--- src/rtl/irq_pkg.sv ---
package irq_pkg;
  localparam int REG_W      = 8;
  localparam int NCORE      = 3;   // index 0 pin, 1 timer, 2 port change
  localparam int CTRL_GIE   = 7;
  localparam int CTRL_GRP   = 6;
  localparam int CTRL_EN_LO = 3;
  localparam int CTRL_F_LO  = 0;

  typedef enum logic [1:0] {
    SEL_CTRL = 2'd0,
    SEL_PFLG = 2'd1,
    SEL_PEN  = 2'd2,
    SEL_NONE = 2'd3
  } reg_sel_e;
endpackage

--- src/rtl/irq_sync.sv ---
module irq_sync #(
  parameter int W = 1
) (
  input  logic         clk,
  input  logic         rst,
  input  logic [W-1:0] d,
  output logic [W-1:0] q
);
  logic [W-1:0] meta;

  always_ff @(posedge clk) begin
    if (rst) begin
      meta <= '0;
      q    <= '0;
    end else begin
      meta <= d;
      q    <= meta;
    end
  end
endmodule

--- src/rtl/irq_capture.sv ---
module irq_capture #(
  parameter int PW = 4
) (
  input  logic          clk,
  input  logic          rst,
  input  logic          pin_s,
  input  logic [PW-1:0] port_s,
  input  logic          port_rd,
  output logic          pin_rise,
  output logic          port_chg
);
  logic          pin_prev;
  logic [PW-1:0] snap;

  always_ff @(posedge clk) begin
    if (rst) begin
      pin_prev <= 1'b0;
      snap     <= '0;
    end else begin
      pin_prev <= pin_s;
      if (port_rd) snap <= port_s;
    end
  end

  assign pin_rise = pin_s & ~pin_prev;
  assign port_chg = |(port_s ^ snap);
endmodule

--- src/rtl/irq_regs.sv ---
module irq_regs
  import irq_pkg::*;
(
  input  logic             clk,
  input  logic             rst,
  input  logic             wr_en,
  input  logic [1:0]       wr_sel,
  input  logic [REG_W-1:0] wr_data,
  input  logic [1:0]       rd_sel,
  input  logic [NCORE-1:0] ev_core,
  input  logic             ev_cmp,
  input  logic             take,
  input  logic             retfie,
  output logic             gie,
  output logic             grp_en,
  output logic [NCORE-1:0] core_en,
  output logic [NCORE-1:0] core_f,
  output logic             cmp_f,
  output logic             cmp_en,
  output logic             gie_drop,
  output logic [REG_W-1:0] rd_data
);
  logic wr_ctrl, wr_pflg, wr_pen;

  assign wr_ctrl  = wr_en && (wr_sel == SEL_CTRL);
  assign wr_pflg  = wr_en && (wr_sel == SEL_PFLG);
  assign wr_pen   = wr_en && (wr_sel == SEL_PEN);
  assign gie_drop = wr_ctrl && !wr_data[CTRL_GIE] && gie;

  always_ff @(posedge clk) begin
    if (rst) begin
      gie     <= 1'b0;
      grp_en  <= 1'b0;
      core_en <= '0;
      core_f  <= '0;
      cmp_f   <= 1'b0;
      cmp_en  <= 1'b0;
      rd_data <= '0;
    end else begin
      if (take)         gie <= 1'b0;
      else if (retfie)  gie <= 1'b1;
      else if (wr_ctrl) gie <= wr_data[CTRL_GIE];

      if (wr_ctrl) begin
        grp_en  <= wr_data[CTRL_GRP];
        core_en <= wr_data[CTRL_EN_LO +: NCORE];
        core_f  <= wr_data[CTRL_F_LO +: NCORE] | ev_core;
      end else begin
        core_f  <= core_f | ev_core;
      end

      if (wr_pflg) cmp_f <= wr_data[0] | ev_cmp;
      else         cmp_f <= cmp_f | ev_cmp;

      if (wr_pen) cmp_en <= wr_data[0];

      case (rd_sel)
        SEL_CTRL: rd_data <= {gie, grp_en, core_en, core_f};
        SEL_PFLG: rd_data <= {{(REG_W-1){1'b0}}, cmp_f};
        SEL_PEN:  rd_data <= {{(REG_W-1){1'b0}}, cmp_en};
        default:  rd_data <= '0;
      endcase
    end
  end
endmodule

--- src/rtl/irq_seq.sv ---
module irq_seq #(
  parameter int          AW       = 11,
  parameter logic [AW-1:0] VEC_ADDR = 4
) (
  input  logic          clk,
  input  logic          rst,
  input  logic          tick,
  input  logic          gie,
  input  logic          active,
  input  logic          gie_drop,
  input  logic          irq_ack,
  input  logic          sleeping,
  input  logic [AW-1:0] ret_pc,
  output logic          irq_req,
  output logic          take,
  output logic          wake,
  output logic          push_en,
  output logic [AW-1:0] push_addr,
  output logic          vec_load,
  output logic [AW-1:0] vec_pc
);
  logic hold;

  assign take = irq_ack & irq_req;

  always_ff @(posedge clk) begin
    if (rst) begin
      irq_req   <= 1'b0;
      hold      <= 1'b0;
      wake      <= 1'b0;
      push_en   <= 1'b0;
      push_addr <= '0;
      vec_load  <= 1'b0;
      vec_pc    <= '0;
    end else begin
      push_en  <= take;
      vec_load <= take;
      if (take) begin
        push_addr <= ret_pc;
        vec_pc    <= VEC_ADDR;
      end
      wake <= sleeping & active;
      if (take || gie_drop) begin
        irq_req <= 1'b0;
        hold    <= gie_drop;
      end else if (tick) begin
        irq_req <= gie & active & ~hold;
        hold    <= 1'b0;
      end
    end
  end
endmodule

--- src/rtl/irq_ctrl_unit.sv ---
module irq_ctrl_unit
  import irq_pkg::*;
#(
  parameter int            PW       = 4,
  parameter int            AW       = 11,
  parameter logic [AW-1:0] VEC_ADDR = 4
) (
  input  logic             clk,
  input  logic             rst,
  input  logic             tick,
  input  logic             ext_pin,
  input  logic             tmr_ovf,
  input  logic [PW-1:0]    port_hi,
  input  logic             cmp_evt,
  input  logic             port_rd,
  input  logic             sleeping,
  input  logic             wr_en,
  input  logic [1:0]       wr_sel,
  input  logic [REG_W-1:0] wr_data,
  input  logic [1:0]       rd_sel,
  output logic [REG_W-1:0] rd_data,
  input  logic             irq_ack,
  input  logic             retfie,
  input  logic [AW-1:0]    ret_pc,
  output logic             irq_req,
  output logic             wake,
  output logic             push_en,
  output logic [AW-1:0]    push_addr,
  output logic             vec_load,
  output logic [AW-1:0]    vec_pc
);
  localparam int SW = PW + 1;

  logic [SW-1:0]    sync_q;
  logic             pin_rise, port_chg;
  logic             gie, grp_en, cmp_f, cmp_en, gie_drop, take, active;
  logic [NCORE-1:0] core_en, core_f, ev_core;

  irq_sync #(.W(SW)) u_sync (
    .clk(clk), .rst(rst), .d({port_hi, ext_pin}), .q(sync_q)
  );

  irq_capture #(.PW(PW)) u_cap (
    .clk(clk), .rst(rst), .pin_s(sync_q[0]), .port_s(sync_q[SW-1:1]),
    .port_rd(port_rd), .pin_rise(pin_rise), .port_chg(port_chg)
  );

  assign ev_core = {port_chg, tmr_ovf, pin_rise};

  irq_regs u_regs (
    .clk(clk), .rst(rst), .wr_en(wr_en), .wr_sel(wr_sel), .wr_data(wr_data),
    .rd_sel(rd_sel), .ev_core(ev_core), .ev_cmp(cmp_evt), .take(take),
    .retfie(retfie), .gie(gie), .grp_en(grp_en), .core_en(core_en),
    .core_f(core_f), .cmp_f(cmp_f), .cmp_en(cmp_en), .gie_drop(gie_drop),
    .rd_data(rd_data)
  );

  assign active = (|(core_f & core_en)) | (grp_en & cmp_en & cmp_f);

  irq_seq #(.AW(AW), .VEC_ADDR(VEC_ADDR)) u_seq (
    .clk(clk), .rst(rst), .tick(tick), .gie(gie), .active(active),
    .gie_drop(gie_drop), .irq_ack(irq_ack), .sleeping(sleeping),
    .ret_pc(ret_pc), .irq_req(irq_req), .take(take), .wake(wake),
    .push_en(push_en), .push_addr(push_addr), .vec_load(vec_load),
    .vec_pc(vec_pc)
  );
endmodule

--- config.mk ---
export PLATFORM = sky130hd
export DESIGN_NAME = irq_ctrl_unit
export DESIGN_NICKNAME = d
export VERILOG_FILES = /design/src/rtl/irq_pkg.sv /design/src/rtl/irq_sync.sv /design/src/rtl/irq_capture.sv /design/src/rtl/irq_regs.sv /design/src/rtl/irq_seq.sv /design/src/rtl/irq_ctrl_unit.sv
export SDC_FILE = /design/constraint.sdc
export NUM_CORES = 1
export LEC_CHECK = 0
export ABC_AREA = 1
export BUFFER_PORTS_ARGS = -buffer_cell sky130_fd_sc_hd__buf_4
export CELL_PAD_IN_SITES_DETAIL_PLACEMENT = 0
export CELL_PAD_IN_SITES_GLOBAL_PLACEMENT = 2
export CORE_ASPECT_RATIO = 0.7
export CORE_MARGIN = 2
export CORE_UTILIZATION = 28
export CTS_CLUSTER_DIAMETER = 200
export DETAILED_ROUTE_END_ITERATION = 10
export GPL_TIMING_DRIVEN = 1
export HOLD_SLACK_MARGIN = 0.05
export PLACE_DENSITY_LB_ADDON = 0.1
export SLEW_MARGIN = 10
export SYNTH_ARGS = -nofsm -noshare
export SYNTH_HDL_FRONTEND = slang
export SYNTH_SLANG_ARGS = --single-unit
--- constraint.sdc ---
create_clock -name clk -period 1.6 [get_ports clk]
set_clock_uncertainty 0.05 [all_clocks]
set_input_delay 0.16 -clock clk [delete_from_list [all_inputs] [get_ports clk]]
set_output_delay 0.16 -clock clk [all_outputs]
set_load 0.01 [all_outputs]
==> metrics.sh <==
POWER_LEAKAGE_nW=1.24
PIN_COUNT=72
MAX_CLOCK_FREQ_MHz=820
DRIVE_ABOVE_1_SHARE_PCT=25.8
FIRST_ITER_VIOLATIONS=32
CLOCK-SINKS=49
FIRST_PASS_GRT_WIRE_LENGTH_MICRONS=6150
LAYOUT_COMMONEST_CELL='sky130_fd_sc_hd__buf_4'
WORST_SLEW_PIN_SLEW_NS=0.507
DIE_H_MICRONS=71.7
CRITICAL_PATH_CLASS='reg2reg'
CTS-HTREE-LEVELS=2
MAX-CAP-VIOLATIONS=0
POWER.IR.VDD_WORST_mV=0.358
PLACEDINSTANCEAREA_SQ_MM=0.00228
GROWTH_OF_DESIGN_AREA_FROM_SYNTHESIS_TO_FINISH_PCT=40.4
TRITONCTS='yes'
GRT_USAGE_PCT=10.9
ROUTED-VIA-COUNT=1483
TOTALWIRELENGTH_MICRONS=3880
DIE_AREA_SQ_MM=0.00721
CLK-INSERTION-DELAY-LATE_NS=0.29
REPORT.FINAL.SLEW_VIOL_COUNT=0
GRT_PASS1_VIAS=1361
FINALSETUPTNS_NS=0
DRC_ERRORS=0
CRITICAL_PATH_REQUIRED_NS=1.79
WORST_HOLD_PATH_TYPE='in2reg'
GRT_START_MAX_NET_PINS=18
WORST-PATH-MAX-FANOUT=12
GRT_OVERFLOW_TOTAL=0
PLACEMENT_ROWS=24
WORST_SETUP_PATH_START_KIND='flop'
FINAL.PERIOD_UTILIZATION_PCT=76.2
CRITPATHCAPTURETYPE='flop'
RSZ_0062_RAISED_AFTER_GLOBAL_ROUTING='no'
ANT_NETS=0
ANTENNA_FOUND_INITIAL=0
WORST_SLACK_AT_PLACEMENT_NS=0.400
TIMING.SLEW.HEADROOM_PCT=66.2
NETLIST-CELL-TYPE-COUNT=24
SEQ_AREA_FRAC_SYNTH_PCT=53.6
CORE_SQ_MM=0.00628
DETAILEDPLACEMENTHPWL_MICRONS=2780
WORST_SETUP_HOLD_PATH_CLK_SLEW_NS=0.08
FINAL_UTIL_PCT=40.9
SYNTHCELLS=219
CTS-ROOT-BUF='sky130_fd_sc_hd__clkbuf_8'
OUTCOME='finished clean'
REPORT.FINAL.SETUP_VIOL=0
CTS_BUFFERS=5
HOLDWS_NS=0.0742
PLACE.GP.CONGESTION=0.671
SYNTH-WARNING-COUNT=0
NUMBER_OF_POST_CTS_SETUP_REPAIR_BUFFERS=0
FLOORPLAN.INITIALDENSITY_PCT=29.2
FINAL_AREA_SQ_MM=0.00257
FINALHOLDVIOLCOUNT=0
FINISH.NET_COUNT=337
SYNTHESIS.AREA_PER_INSTANCE_SQ_UM=8.36
MOSTFREQUENTLAYOUTCELLS='61 x sky130_fd_sc_hd__buf_4, 49 x sky130_fd_sc_hd__dfxtp_1, 37 x sky130_fd_sc_hd__nand2_1'
FIRSTDRTPASSITERS=4
YOSYS_REGISTER_BITS=49
FINAL_WS_SETUP_NS=0.381
ROUTE.DETAILED.VIAS_PER_INST=3.93
POWERDENSITY_mW_PER_MM2=880
DETAIL_ROUTE.WL_PER_CELL_MICRONS=10.3
MIN_PERIOD_NS=1.22
CRITPATHARRIVALTIME_NS=1.41
DIE-WIDTH_MICRONS=101
NUMPORTBUFFERS=61
SYNTH_AREA_SQ_MM=0.00183
LONGEST_CLK_PATH_BUFS=2
INSERTEDDIODECOUNT=0
state kept, by name (all words and copies together) (netlist names), 3 cells and up:
name / cells
u_seq.push_addr: 11
u_regs.rd_data: 8
u_sync.q: 5
u_sync.meta: 5
u_cap.snap: 4
u_regs.core_f: 3
u_regs.core_en: 3
synth_stat cells, drive strengths merged:
cell     n  area, sq um
buf     17          136
inv     36          140
or2      1         6.26
a22o    11         96.3
nand3    5         25.0
nand2   40          163
a21oi   10         53.8
nand3b   1         7.51
conb     1         3.75
dfxtp   49          981
a31oi    2         12.5
nor3     2         10.0
nor2    29          114
o21ai   13         68.8
nand4    2         12.5
stage by stage:
stage	total power, mW	cells
floorplan	1.45	228
global placement	1.54	350
detailed placement	1.53	350
CTS	2.30	377
global route	2.38	377
finish	2.26	377
worst max-delay path, stage by stage (launching register included):
cell	delay [ns]
sky130_fd_sc_hd__dfxtp_1	0.35
sky130_fd_sc_hd__nand2_1	0.11
sky130_fd_sc_hd__nor2_2	0.42
sky130_fd_sc_hd__a22o_1	0.23
layout make-up:
class	count	area (sq um)
Clock buffer	7	86.3
Inverter	36	140
Timing Repair Buffer	81	658
Multi-Input combinational cell	126	607
Tap cell	78	97.6
Fill cell	634	3710
Sequential cell	49	981
report_power, final:
group	switching (mW)	internal, mW
logic	0.122	0.138
clock network	0.378	0.344
registers	0.0204	1.26
total	0.520	1.74
repair_timing:
item,4_1_cts,5_1_grt
hold buffers,20,0
endpoints found under the hold margin,23,0
resized for setup,0,0
kinds of logic (layout without fill, tap and decap cells):
family	after synthesis	after routing	synth area share (%)
AND/OR/NAND/NOR	80	80	18.5
other	1	10	0.205
buffers and inverters	53	124	15.1
flip-flops	49	49	53.6
AO/OA/AOI/OAI	36	36	12.6
metal layers:
| layer | share of wire [%] | vias up | routed length, microns | GRT usage, % |
|---|---|---|---|---|
| met1 | 53 | 628 | 2060 | 14.9 |
| met4 | 0.39 | 0 | 15 | 3.20 |
| li1 | - | 818 | - | - |
| met3 | 6.1 | 2 | 238 | 4.29 |
| met5 | 0 | - | 0 | 0 |
| met2 | 40 | 35 | 1570 | 15.9 |
final timing paths:
| path | endpoint | startpoint | depth (start not counted) | slack (ns) |
|---|---|---|---|---|
| worst max-delay path | u_seq.push_addr[9] | u_seq.irq_req | 3 | 0.38 |
| worst min-delay path | u_regs.rd_data[0] | rd_sel[1] | 4 | 0.07 |
| worst max register to register | u_seq.push_addr[9] | u_seq.irq_req | 3 | 0.38 |
| worst min register to register | u_sync.q[3] | u_sync.meta[3] | 2 | 0.35 |
(Power assumes the default switching activity.)
